===== src/rtl/tmr_pkg.sv =====
package tmr_pkg;
  typedef enum logic [1:0] {
    A_CTRL   = 2'd0,
    A_CNT_LO = 2'd1,
    A_CNT_HI = 2'd2,
    A_FLAG   = 2'd3
  } reg_addr_e;

  typedef struct packed {
    logic       rsv7;
    logic       gate_en;
    logic [1:0] psc;
    logic       rsv3;
    logic       no_sync;
    logic       ext_sel;
    logic       run;
  } ctrl_t;

  localparam logic [7:0] CTRL_MASK = 8'h77;
endpackage


===== src/rtl/tmr_edge_sync.sv =====
module tmr_edge_sync #(
  parameter int STAGES = 2
) (
  input  logic clk_i,
  input  logic rst_ni,
  input  logic pin_i,
  input  logic bypass_i,
  output logic rise_o
);
  logic [STAGES-1:0] sq;
  logic              src, src_d;

  generate
    if (STAGES == 1) begin : g_one
      always_ff @(posedge clk_i or negedge rst_ni)
        if (!rst_ni) sq <= '0;
        else         sq <= pin_i;
    end else begin : g_chain
      always_ff @(posedge clk_i or negedge rst_ni)
        if (!rst_ni) sq <= '0;
        else         sq <= {sq[STAGES-2:0], pin_i};
    end
  endgenerate

  // bypass takes the first capture flop only
  assign src = bypass_i ? sq[0] : sq[STAGES-1];

  always_ff @(posedge clk_i or negedge rst_ni)
    if (!rst_ni) src_d <= 1'b0;
    else         src_d <= src;

  assign rise_o = src & ~src_d;
endmodule


===== src/rtl/tmr_prescaler.sv =====
module tmr_prescaler #(
  parameter int PS_W = 2
) (
  input  logic            clk_i,
  input  logic            rst_ni,
  input  logic            clr_i,
  input  logic            ev_i,
  input  logic [PS_W-1:0] sel_i,
  output logic            fire_o
);
  localparam int DIV_W = (1 << PS_W) - 1;

  logic [DIV_W-1:0] cnt_q, mask;

  always_comb
    for (int i = 0; i < DIV_W; i++) mask[i] = (i < int'(sel_i));

  assign fire_o = ev_i && ((cnt_q & mask) == mask);

  always_ff @(posedge clk_i or negedge rst_ni)
    if (!rst_ni)     cnt_q <= '0;
    else if (clr_i)  cnt_q <= '0;
    else if (fire_o) cnt_q <= '0;
    else if (ev_i)   cnt_q <= cnt_q + 1'b1;
endmodule


===== src/rtl/tmr_counter.sv =====
module tmr_counter #(
  parameter int W = 16
) (
  input  logic         clk_i,
  input  logic         rst_ni,
  input  logic         we_lo_i,
  input  logic         we_hi_i,
  input  logic [7:0]   wdata_i,
  input  logic         inc_i,
  output logic [W-1:0] cnt_o,
  output logic         wrap_o
);
  logic [W-1:0] cnt_q;

  always_ff @(posedge clk_i or negedge rst_ni)
    if (!rst_ni) cnt_q <= '0;
    else if (we_lo_i || we_hi_i) begin
      if (we_lo_i) cnt_q[7:0]     <= wdata_i;
      if (we_hi_i) cnt_q[W-1:W-8] <= wdata_i;
    end else if (inc_i) cnt_q <= cnt_q + 1'b1;

  assign cnt_o  = cnt_q;
  assign wrap_o = inc_i && !(we_lo_i || we_hi_i) && (&cnt_q);
endmodule


===== src/rtl/gated_timer16.sv =====
module gated_timer16
  import tmr_pkg::*;
#(
  parameter int PS_W        = 2,
  parameter int SYNC_STAGES = 2
) (
  input  logic       clk_i,
  input  logic       rst_ni,
  input  logic       tick_i,
  input  logic       ext_clk_i,
  input  logic       gate_ni,
  input  logic       wr_en_i,
  input  logic [1:0] wr_addr_i,
  input  logic [7:0] wr_data_i,
  input  logic [1:0] rd_addr_i,
  output logic [7:0] rd_data_o,
  output logic       ovf_o
);
  localparam int CNT_W = 16;

  ctrl_t            ctrl_q;
  logic             ovf_q;
  logic [CNT_W-1:0] cnt;
  logic             ext_rise, src_ev, gate_open, ev_q, fire, wrap;
  logic             we_ctrl, we_lo, we_hi, we_flag;

  assign we_ctrl = wr_en_i && (wr_addr_i == A_CTRL);
  assign we_lo   = wr_en_i && (wr_addr_i == A_CNT_LO);
  assign we_hi   = wr_en_i && (wr_addr_i == A_CNT_HI);
  assign we_flag = wr_en_i && (wr_addr_i == A_FLAG);

  always_ff @(posedge clk_i or negedge rst_ni)
    if (!rst_ni)      ctrl_q <= '0;
    else if (we_ctrl) ctrl_q <= ctrl_t'(wr_data_i & CTRL_MASK);

  tmr_edge_sync #(.STAGES(SYNC_STAGES)) u_sync (
    .clk_i    (clk_i),
    .rst_ni   (rst_ni),
    .pin_i    (ext_clk_i),
    .bypass_i (ctrl_q.no_sync),
    .rise_o   (ext_rise)
  );

  assign src_ev    = ctrl_q.ext_sel ? ext_rise : tick_i;
  assign gate_open = !ctrl_q.gate_en || !gate_ni;
  assign ev_q      = ctrl_q.run && gate_open && src_ev;

  tmr_prescaler #(.PS_W(PS_W)) u_psc (
    .clk_i  (clk_i),
    .rst_ni (rst_ni),
    .clr_i  (we_lo || we_hi),
    .ev_i   (ev_q),
    .sel_i  (ctrl_q.psc),
    .fire_o (fire)
  );

  tmr_counter #(.W(CNT_W)) u_cnt (
    .clk_i   (clk_i),
    .rst_ni  (rst_ni),
    .we_lo_i (we_lo),
    .we_hi_i (we_hi),
    .wdata_i (wr_data_i),
    .inc_i   (fire),
    .cnt_o   (cnt),
    .wrap_o  (wrap)
  );

  // wrap beats a software clear in the same cycle
  always_ff @(posedge clk_i or negedge rst_ni)
    if (!rst_ni)                        ovf_q <= 1'b0;
    else if (wrap)                      ovf_q <= 1'b1;
    else if (we_flag && wr_data_i[0])   ovf_q <= 1'b0;

  assign ovf_o = ovf_q;

  always_comb
    unique case (rd_addr_i)
      A_CTRL:   rd_data_o = ctrl_q;
      A_CNT_LO: rd_data_o = cnt[7:0];
      A_CNT_HI: rd_data_o = cnt[CNT_W-1:CNT_W-8];
      default:  rd_data_o = {7'd0, ovf_q};
    endcase
endmodule


===== config.mk =====
export PLATFORM = sky130hd
export DESIGN_NAME = gated_timer16
export DESIGN_NICKNAME = d
export VERILOG_FILES = /design/src/rtl/tmr_pkg.sv /design/src/rtl/tmr_edge_sync.sv /design/src/rtl/tmr_prescaler.sv /design/src/rtl/tmr_counter.sv /design/src/rtl/gated_timer16.sv
export SDC_FILE = /design/constraint.sdc
export NUM_CORES = 1
export LEC_CHECK = 0
export ABC_AREA = 1
export BUFFER_PORTS_ARGS = -buffer_cell sky130_fd_sc_hd__buf_2
export CAP_MARGIN = 10
export CORE_ASPECT_RATIO = 1.1
export CORE_UTILIZATION = 50
export DETAILED_ROUTE_END_ITERATION = 8
export HOLD_SLACK_MARGIN = 0.08
export PLACE_DENSITY = 0.71
export SYNTH_ARGS = -nofsm -noshare
export SYNTH_HDL_FRONTEND = slang
export SYNTH_SLANG_ARGS = --single-unit

===== constraint.sdc =====
create_clock -name clk_i -period 2.6 [get_ports clk_i]
set_input_delay 0.26 -clock clk_i [delete_from_list [all_inputs] [get_ports clk_i]]
set_output_delay 0.26 -clock clk_i [all_outputs]
set_load 0.005 [all_outputs]

### Word-level counts from Yosys, hierarchy flattened

Cells that the tools add are included.

| word-level totals | value |
|---|---|
| bits in registers | 29 |
| bits of input ports | 18 |
| output and inout port bits | 9 |
| logic and storage cells | 62 |

| operators by class | value |
|---|---|
| add/sub/neg operators | 2 |
| $lt $le $gt $ge | 3 |
| equality and inequality tests | 8 |
| multiplexer cells | 12 |
| bitwise gates (word level) | 3 |
| reductions and logical operators | 23 |

Operators with widths:

| operator | number |
|---|---|
| two-way mux 16 bit | 2 |
| one-hot mux 8 bit (3 select lines) | 1 |
| adder 16 x 1 -> 16 bit, second input constant | 1 |
| two-way mux 8 bit | 2 |
| AND reduction 16 bit | 1 |
| logical AND 1 bit | 10 |
| two-way mux 3 bit | 3 |
| == test 2 bit, second input constant | 3 |
| == test 2 x 1 -> 1 bit, second input constant | 2 |
| logical NOT 2 bit | 2 |
| < comparator 1 x 2 -> 1 bit, first input constant | 2 |
| two-way mux 1 bit | 4 |
| inequality test 2 x 1 -> 1 bit, second input constant | 2 |
| AND reduction 2 bit | 2 |
| nonzero test 2 bit | 2 |
| adder 3 x 1 -> 3 bit, second input constant | 1 |
| bitwise AND 3 bit | 1 |
| == test 3 bit | 1 |
| logical NOT 1 bit | 3 |
| nonzero test 3 bit | 1 |
| logical OR 1 bit | 2 |
| < comparator 2 bit, first input constant | 1 |
| bitwise AND 1 bit | 1 |
| inverter 1 bit | 1 |

### Logic depth before layout (Yosys ltp)

Gate-level depths: netlist of the first run.

| logic depth | value |
|---|---|
| depth in word-level cells | 8 |
| depth in mapped cells | 10 |
| depth with buffers taken out | 10 |

### By module

A second synthesis of the first run with hierarchy kept.

| unflattened totals | value |
|---|---|
| cell total of the unflattened synthesis | 291 |
| area, all modules | 1958.1 µm² |

Modules (own cells, without submodules):

| module | instances | cells each | area an instance (µm²) | seq. area each (µm²) |
|---|---|---|---|---|
| tmr_counter | 1 | 173 | 1152.4 | 400.4 |
| gated_timer16 | 1 | 80 | 500.5 | 175.2 |
| tmr_prescaler | 1 | 27 | 195.2 | 75.1 |
| tmr_edge_sync | 1 | 11 | 110.1 | 75.1 |

### Worst setup path before layout of the first run

Ideal clock, no wire load.

| path | value |
|---|---|
| kind | register to register |
| from | register u_cnt.cnt_q[0], in the netlist u_cnt.cnt_o[0] |
| to | register u_cnt.cnt_q[10], in the netlist u_cnt.cnt_o[10] |
| library setup time | 0.117 ns |
| arrival time | 1.336 ns |
| path slack | 1.148 ns |
| stages on the path, launching flop included | 11 |
| buffers on the path | 0 |
| clock period less this slack | 1.452 ns |
| cells stage by stage | dfrtp_1 ha_1 nand3_1 inv_1 nand2_1 o21ai_0 nand2_1 nand2_1 nand2_1 nand2_1 nand2_1 |

| on the way | value |
|---|---|
| cells in the longest elaborated chain, start to end | 3 |

Ends and longest elaborated chain:

| item | line | RTL |
|---|---|---|
| from (decl) | tmr_counter.sv:13 | `logic [W-1:0] cnt_q;` |
| from (signal assigned) | tmr_counter.sv:18 | `if (we_lo_i) cnt_q[7:0] <= wdata_i;` |
| from (signal, indexed assignment) | tmr_counter.sv:19 | `if (we_hi_i) cnt_q[W-1:W-8] <= wdata_i;` |
| from (signal assigned) | tmr_counter.sv:20 | `end else if (inc_i) cnt_q <= cnt_q + 1'b1;` |
| adder 16 x 1 -> 16 bit | tmr_counter.sv:20 |  |
| two-way mux 16 bit | tmr_counter.sv:20 |  |
| two-way mux 16 bit | tmr_counter.sv:17 | `else if (we_lo_i \|\| we_hi_i) begin` |

Every way passes these cells. The select of a mux whose other input is x is not followed.
A chain may end at the register's enable or synchronous reset.

### Worst setup path in the final report of the first run

| path | value |
|---|---|
| from | register ctrl_q[4] in the netlist's numbering |
| to | register u_cnt.cnt_q[12], in the netlist u_cnt.cnt_o[12] |

| on the way | value |
|---|---|
| cells in the longest elaborated chain, start to end | 6 |

Ends and longest elaborated chain:

| item | line | RTL |
|---|---|---|
| from (decl) | gated_timer16.sv:21 | `ctrl_t ctrl_q;` |
| from (signal assigned) | gated_timer16.sv:34 | `else if (we_ctrl) ctrl_q <= ctrl_t'(wr_data_i & CTRL_MASK);` |
| < comparator 1 x 2 -> 1 bit or < comparator 2 bit (tied branches) | tmr_prescaler.sv:16 | `for (int i = 0; i < DIV_W; i++) mask[i] = (i < int'(sel_i));` |
| bitwise AND 3 bit | tmr_prescaler.sv:18 | `assign fire_o = ev_i && ((cnt_q & mask) == mask);` |
| == test 3 bit (*) | tmr_prescaler.sv:18 |  |
| logical AND 1 bit (*) | tmr_prescaler.sv:18 |  |
| nonzero test 2 bit (no line) (*) | n/a |  |
| AND reduction 2 bit (no line) (*) | n/a |  |

Every way passes the cells marked *; elsewhere a longest branch is shown, timed or not.

==> qor.txt, run 1 <==
P_sw = 758 uW
cells after synthesis = 274
Internal = 1030 uW
DR vias = 1912
Post-CTS Setup Repair Bufs = 0
CP bufs+invs = 1
top post-synthesis cells by count = 109 x nand2_1, 31 x nand3_1, 29 x dfrtp_1
sw frac = 0.423
DR DRC count = 0
clk_skew = 6.08 ps
cell breakdown of the critical path = inv_1, nor2_1, o21ai_0, nand4_4, nand2_2, nand2_1, nand2_1
first-pass GRT wire length = 8.29 mm
synth warn = 0
Reg clk slew, reported paths = 60 ps
Setup Total Neg Slack = 0 ps
Finished Layout Cells = 357
clk root buf = clkbuf_8
antenna cells = 0
fin area = 2190 um^2
Hold WC Path Type = input port to flop
MaxCap Viol Count = 0
async set-or-reset flop fraction in the synthesized netlist = 1.00
Most used DFF post-synth = dfrtp_1
Total GRT Usage = 0.285
Placed Instances = 347
final wirelength = 4.98 mm
slowest cell on the critical path = dfrtp_1
Syn Area/Cell = 6.97 um^2
mapped cell area = 1910 um^2
Seq/Total Area, Yosys = 0.380
DR WL/cell = 13.9 um
Clk network pwr share = 0.206
share of cells above drive strength 1 = 0.153
DR pass1 iterations = 5
Post-Place Worst Slack = 744 ps
Max Root-Sink Buffers = 2
syn_nets = 294
Post-DP HPWL = 3.81 mm
minimum clock period after layout = 1720 ps
Pwr Density = 819 nW/um^2
Final WS setup = 880 ps
chip width = 60.9 um
vias in the first global route = 1729
CTS sink cnt = 29
Max stage delay on crit path = 400 ps
Setup Viol. Count Final = 0
total gr overflow = 0
TritonCTS clock tree = done
effective utilization at floorplan = 0.523
Crit. End Element = flop
Post-layout nets = 326
row count = 23
CP Data Required Time = 2830 ps
clock buffer count from CTS = 5
count leader, synth = nand2_1
Final Hold Fails = 0
antenna viol nets, final = 0
Fmax = 581 MHz
Post-synth EDFFs = 0
largest net degree at the start of global routing = 30
main area contributors after synthesis = dfrtp_1 38%, nand2_1 21%, nand3_1 8.1%
most frequent CP cell = nand2_1
Lkg Pwr = 0.00112 uW
Yosys top cell area share = 0.380
chip height = 66.8 um
CP delay by family, top = simple AND/OR/NAND/NOR gates
core area = 3650 um^2
Area after DPL = 2080 um^2
area delta synth->final = 14.5%
Startpoint Class = flop
Worst Path Arrival = 1950 ps
full die area = 4070 um^2
status = finished clean
hold slack = 222 ps
worst-skew pair later-pin latency = 290 ps
Sequential Power Share = 0.442
# fillers = 352
period utilisation layout = 0.662
routability cong. = 0.926
Logic pwr share = 0.352
Least-Margin Pin Slew = 657 ps
IO Pins = 27
critical path class = flop to flop
antenna violations before repair = 0
DRT iter0 DRCs = 107
Pins Over Slew Limit = 0
RSZ-0062 raised after global routing = false
H-tree depth = 2
Max-slew headroom = 0.562
leading area contributor after synthesis = dfrtp_1
CP max FO = 19
Peak VDD IR = 0.393 mV
port bufs = 26
Yosys cell types = 27
drt via density = 5.36
number of synthesized register bits = 29
-- layer usage --
metal | share of wire | GRT usage
met5 | 0 | 0
met4 | 0.014 | 0.0938
met3 | 0.051 | 0.0563
met2 | 0.49 | 0.457
met1 | 0.45 | 0.380
-- area by class of cell --
| cell class | count | area [um^2] | share of cell area |
|---|---|---|---|
| sequential | 29 | 726 | 0.332 |
| tap | 50 | 62.6 | 0.0286 |
| clock buffer | 5 | 68.8 | 0.0314 |
| clock inverter | 3 | 17.5 | 0.00800 |
| timing repair buffer | 28 | 150 | 0.0686 |
| multi-input combinational | 212 | 1050 | 0.480 |
| inverter | 30 | 113 | 0.0515 |
-- worst paths after layout --
kind                                         from                           to  slack [ps]  depth (start not counted)
min in group asynchronous                  rst_ni  u_cnt.cnt_o[15]$_DFFE_PN0P_         530                          2
hold / removal                       wr_data_i[1]        ctrl_q[1]$_DFFE_PN0P_         220                          2
setup / recovery            ctrl_q[4]$_DFFE_PN0P_  u_cnt.cnt_o[12]$_DFFE_PN0P_         880                          7
max in group asynchronous                  rst_ni   u_cnt.cnt_o[2]$_DFFE_PN0P_        1640                          2
hold reg to reg            u_sync.sq[0]$_DFF_PN0_       u_sync.sq[1]$_DFF_PN0_         380                          0
setup reg to reg            ctrl_q[4]$_DFFE_PN0P_  u_cnt.cnt_o[12]$_DFFE_PN0P_         880                          7
-- layout by cell type, fill, tap and decap left out --
master | Yosys | layout
nand4_4 | 1 | 1
o2bb2ai_1 | 1 | 1
clkinvlp_4 | 0 | 1
nand3_4 | 2 | 2
inv_2 | 2 | 2
o221ai_1 | 4 | 4
clkbuf_8 | 0 | 5
a21oi_1 | 2 | 2
inv_1 | 28 | 28
nand2_4 | 1 | 1
mux2_2 | 5 | 5
nor2_1 | 23 | 23
ha_1 | 2 | 2
o2111ai_1 | 1 | 1
o21ai_0 | 10 | 10
buf_2 | 2 | 26
clkinv_2 | 0 | 2
nand4_1 | 7 | 7
dfrtp_1 | 29 | 29
nor3_1 | 1 | 1
xor2_1 | 1 | 1
nand3_1 | 31 | 31
nand2_1 | 109 | 109
o31ai_1 | 2 | 2
o22ai_1 | 3 | 3
o211ai_1 | 1 | 1
mux2i_1 | 1 | 1
dlygate4sd3_1 | 0 | 2
nand2_2 | 2 | 2
xnor2_1 | 2 | 2
-- state kept, by name (all words and copies together) (netlist names) --
name and count:
ctrl_q 6, ovf_o 1, u_cnt.cnt_o 16, u_psc.cnt_q 3, u_sync.sq 2, u_sync.src_d 1
-- cell families after synthesis --
logic type | Yosys count | synth area share
AND/OR/NAND/NOR | 177 | 0.408
buffers and inverters | 33 | 0.0701
flip-flops | 29 | 0.380
AO/OA/AOI/OAI | 24 | 0.0806
multiplexers | 6 | 0.0347
XOR/XNOR | 3 | 0.0138
adder cells (fa/ha/maj) | 2 | 0.0131
-- metrics by stage --
step | util | total power, uW
CTS | 0.599 | 1800
global route | 0.599 | 1940
finish | 0.599 | 1790
detailed placement | 0.570 | 1420
floorplan | - | 1210
global placement | 0.570 | 1420
-- what timing repair did --
action,in CTS,in global routing
endpoints found under the setup margin,0,0
gates resized for setup,0,0
hold endpoints to repair,30,0
hold buffers,2,0
-- worst reg2reg max path: cells and delay by family (launching register included) --
family / cells / cell delay [ps]
AOI/OAI and AO/OA: 1 / 340
buffers and inverters: 1 / 80
DFF: 1 / 400
and+or+nand+nor: 5 / 850
-- power groups by stage --
stage | registers (uW) | logic (uW) | clock network [uW]
floorplan | 731 | 475 | 0
global placement | 795 | 621 | 0
detailed placement | 798 | 625 | 0
CTS | 788 | 631 | 377
global route | 814 | 735 | 394
finish | 792 | 632 | 369
(Power assumes the default switching activity.)
==> inputs of run 2 (changes only) <==
Settings changed: PLACE_DENSITY 0.71 to 0.74.
Clock period 2.6 ns to 1.5 ns, I/O delays scaled along.
==> run 2 against run 1 <==
Against the previous run: worst setup slack got worse by 810 ps; sequential share of layout area fell by 1.7 points; count of clock-buffer cells in the layout stayed put; core utilization rose by 3.3 points; critical path depth increased by 1; fmax rose by 20%; power up 79%; clock power increased by 61%; sequential power up 69%; global-route usage shrank 0.18 points; clock skew about the same; sequential cell count stayed put; critical path type unchanged.
==> qor.txt, run 2 (synthesis results as in run 1) <==
Worst Path Arrival = 1600 ps
fin area = 2310 um^2
full die area = 4070 um^2
antenna cells = 0
Least-Margin Pin Slew = 661 ps
cell breakdown of the critical path = nand2_1, o21ai_2, nand2_1, nand2_2, nand4_4, buf_6, nand3_1, nand2_1
hold depth = 2
MaxCap Viol Count = 0
total gr overflow = 0
IO Pins = 27
hold slack = 126 ps
DR DRC count = 0
M3 GR Usage = 0.0660
Pins Over Slew Limit = 0
final wirelength = 5.15 mm
clk_skew = 5.78 ps
row count = 23
most frequent CP cell = nand2_1
status = finished clean
CP Launch Point = ctrl_q[2]$_DFFE_PN0P_
Crit. End Element = flop
Internal = 1880 uW
DR vias = 1992
Pwr Density = 1390 nW/um^2
Reg clk slew, reported paths = 60 ps
first-pass GRT wire length = 8.36 mm
CP Data Required Time = 1670 ps
largest net degree at the start of global routing = 30
Area after DPL = 2160 um^2
most frequent cells in the layout = 108 x nand2_1, 30 x nand3_1, 28 x dfrtp_1
busiest grt layer = met2
worst-skew pair later-pin latency = 280 ps
commonest non-fill, non-tap cell in the layout = nand2_1
Max stage delay on crit path = 420 ps
Post-Place Worst Slack = 33.6 ps
Setup crit end = u_cnt.cnt_o[5]$_DFFE_PN0P_
area delta synth->final = 20.9%
vias in the first global route = 1865
Peak VDD IR = 0.743 mV
DR pass1 iterations = 5
port bufs = 26
Final Hold Fails = 0
Total GRT Usage = 0.283
CP max FO = 8
antenna viol nets, final = 0
clk root buf = clkbuf_8
CP delay by family, top = simple AND/OR/NAND/NOR gates
clock buffer count from CTS = 5
slowest cell on the critical path = dfrtp_1
Sequential Power Share = 0.420
sw frac = 0.413
grt met1 use = 0.359
r2r startpoint = ctrl_q[2]$_DFFE_PN0P_
Lkg Pwr = 0.00118 uW
DRT iter0 DRCs = 107
Clk network pwr share = 0.185
R2R cell count = 8
Global Route met2 Usage = 0.448
Max-slew headroom = 0.560
drt via density = 5.40
critical path class = flop to flop
antenna violations before repair = 0
Logic pwr share = 0.395
routability cong. = 0.888
P_sw = 1320 uW
Final WS setup = 66.1 ps
Fmax = 697 MHz
Post-layout nets = 340
Startpoint Class = flop
core area = 3650 um^2
chip width = 60.9 um
Hold WC Path Type = input port to flop
Max Root-Sink Buffers = 2
effective utilization at floorplan = 0.523
chip height = 66.8 um
max reg flops = 16
share of cells above drive strength 1 = 0.213
minimum clock period after layout = 1430 ps
CTS sink cnt = 29
TritonCTS clock tree = done
CP bufs+invs = 1
Setup Viol. Count Final = 0
DR WL/cell = 14.0 um
CP Depth = 8
H-tree depth = 2
R2R setup slack = 70 ps
Post-DP HPWL = 3.85 mm
Reg-to-Reg End = u_cnt.cnt_o[5]$_DFFE_PN0P_
period utilisation layout = 0.956
==> run 2: cell count changes in the layout (fill, tap and decap cells not counted), moves of 2 or more <==
cell	before	now
o21ai_0	10	7
o21ai_1	0	2
inv_1	28	26
nor2_2	0	2
nor2_1	23	21
buf_4	0	13
inv_2	2	4
==> run 2: area by class of cell <==
type | instances | area, um^2
multi-input cells | 212 | 1070
flip-flops and latches | 29 | 727
well taps | 50 | 62.6
clock buffers | 5 | 68.8
clock inverters | 1 | 5.00
repair buffers | 42 | 259
inverters | 30 | 113
fillers | 342 | 1350
==> run 2: how the worst min path moves through the flow <==
stage                       startpoint                         end  slack, ps
after floorplan                 rst_ni       ctrl_q[0]$_DFFE_PN0P_       -150
after global placement          rst_ni  u_psc.cnt_q[0]$_DFFE_PN0P_        210
after detailed placement        rst_ni  u_psc.cnt_q[0]$_DFFE_PN0P_        210
after CTS                 wr_data_i[5]       ctrl_q[5]$_DFFE_PN0P_        120
after global routing      wr_data_i[5]       ctrl_q[5]$_DFFE_PN0P_        120
final                     wr_data_i[5]       ctrl_q[5]$_DFFE_PN0P_        130
==> run 2: timing repair <==
| item | CTS | global route |
|---|---|---|
| resized for setup | 0 | 14 |
| endpoints found under the setup margin | 0 | 16 |
| setup buffers | 0 | 3 |
| hold buffers | 2 | 0 |
| hold endpoints to repair | 30 | 0 |
==> run 2: metrics by stage <==
stage / util / TNS (ps) / power (uW) / std cells
after floorplan: - / 0 / 2090 / 274
after global placement: 0.592 / 0 / 2520 / 358
after detailed placement: 0.592 / 0 / 2540 / 358
after CTS: 0.618 / 0 / 3150 / 366
after global routing: 0.632 / -333 / 3460 / 369
final: 0.632 / 0 / 3200 / 369
==> run 2: worst register-to-register path: stages (launching register included) <==
cell and delay [ps]:
dfrtp_1 420, nand2_1 110, o21ai_2 90, nand2_1 80, nand2_2 110, nand4_4 190, buf_6 200, nand3_1 70
nand2_1 60
==> run 2: layer usage <==
| layer | share of wire | wire (um) | vias to the layer above |
|---|---|---|---|
| met5 | 0 | 0 | - |
| met4 | 0.036 | 183 | 0 |
| met3 | 0.058 | 298 | 18 |
| met2 | 0.48 | 2490 | 68 |
| met1 | 0.42 | 2180 | 918 |
| li1 | - | - | 988 |
==> run 2: power by group through the flow <==
| stage | Sequential [uW] | Clock, uW | Combinational [uW] |
|---|---|---|---|
| 2_1_floorplan | 1270 | 0 | 823 |
| 3_3_place_gp | 1330 | 0 | 1190 |
| 3_5_place_dp | 1330 | 0 | 1210 |
| 4_1_cts | 1320 | 602 | 1230 |
| 5_1_grt | 1370 | 640 | 1450 |
| 6_report | 1340 | 593 | 1260 |
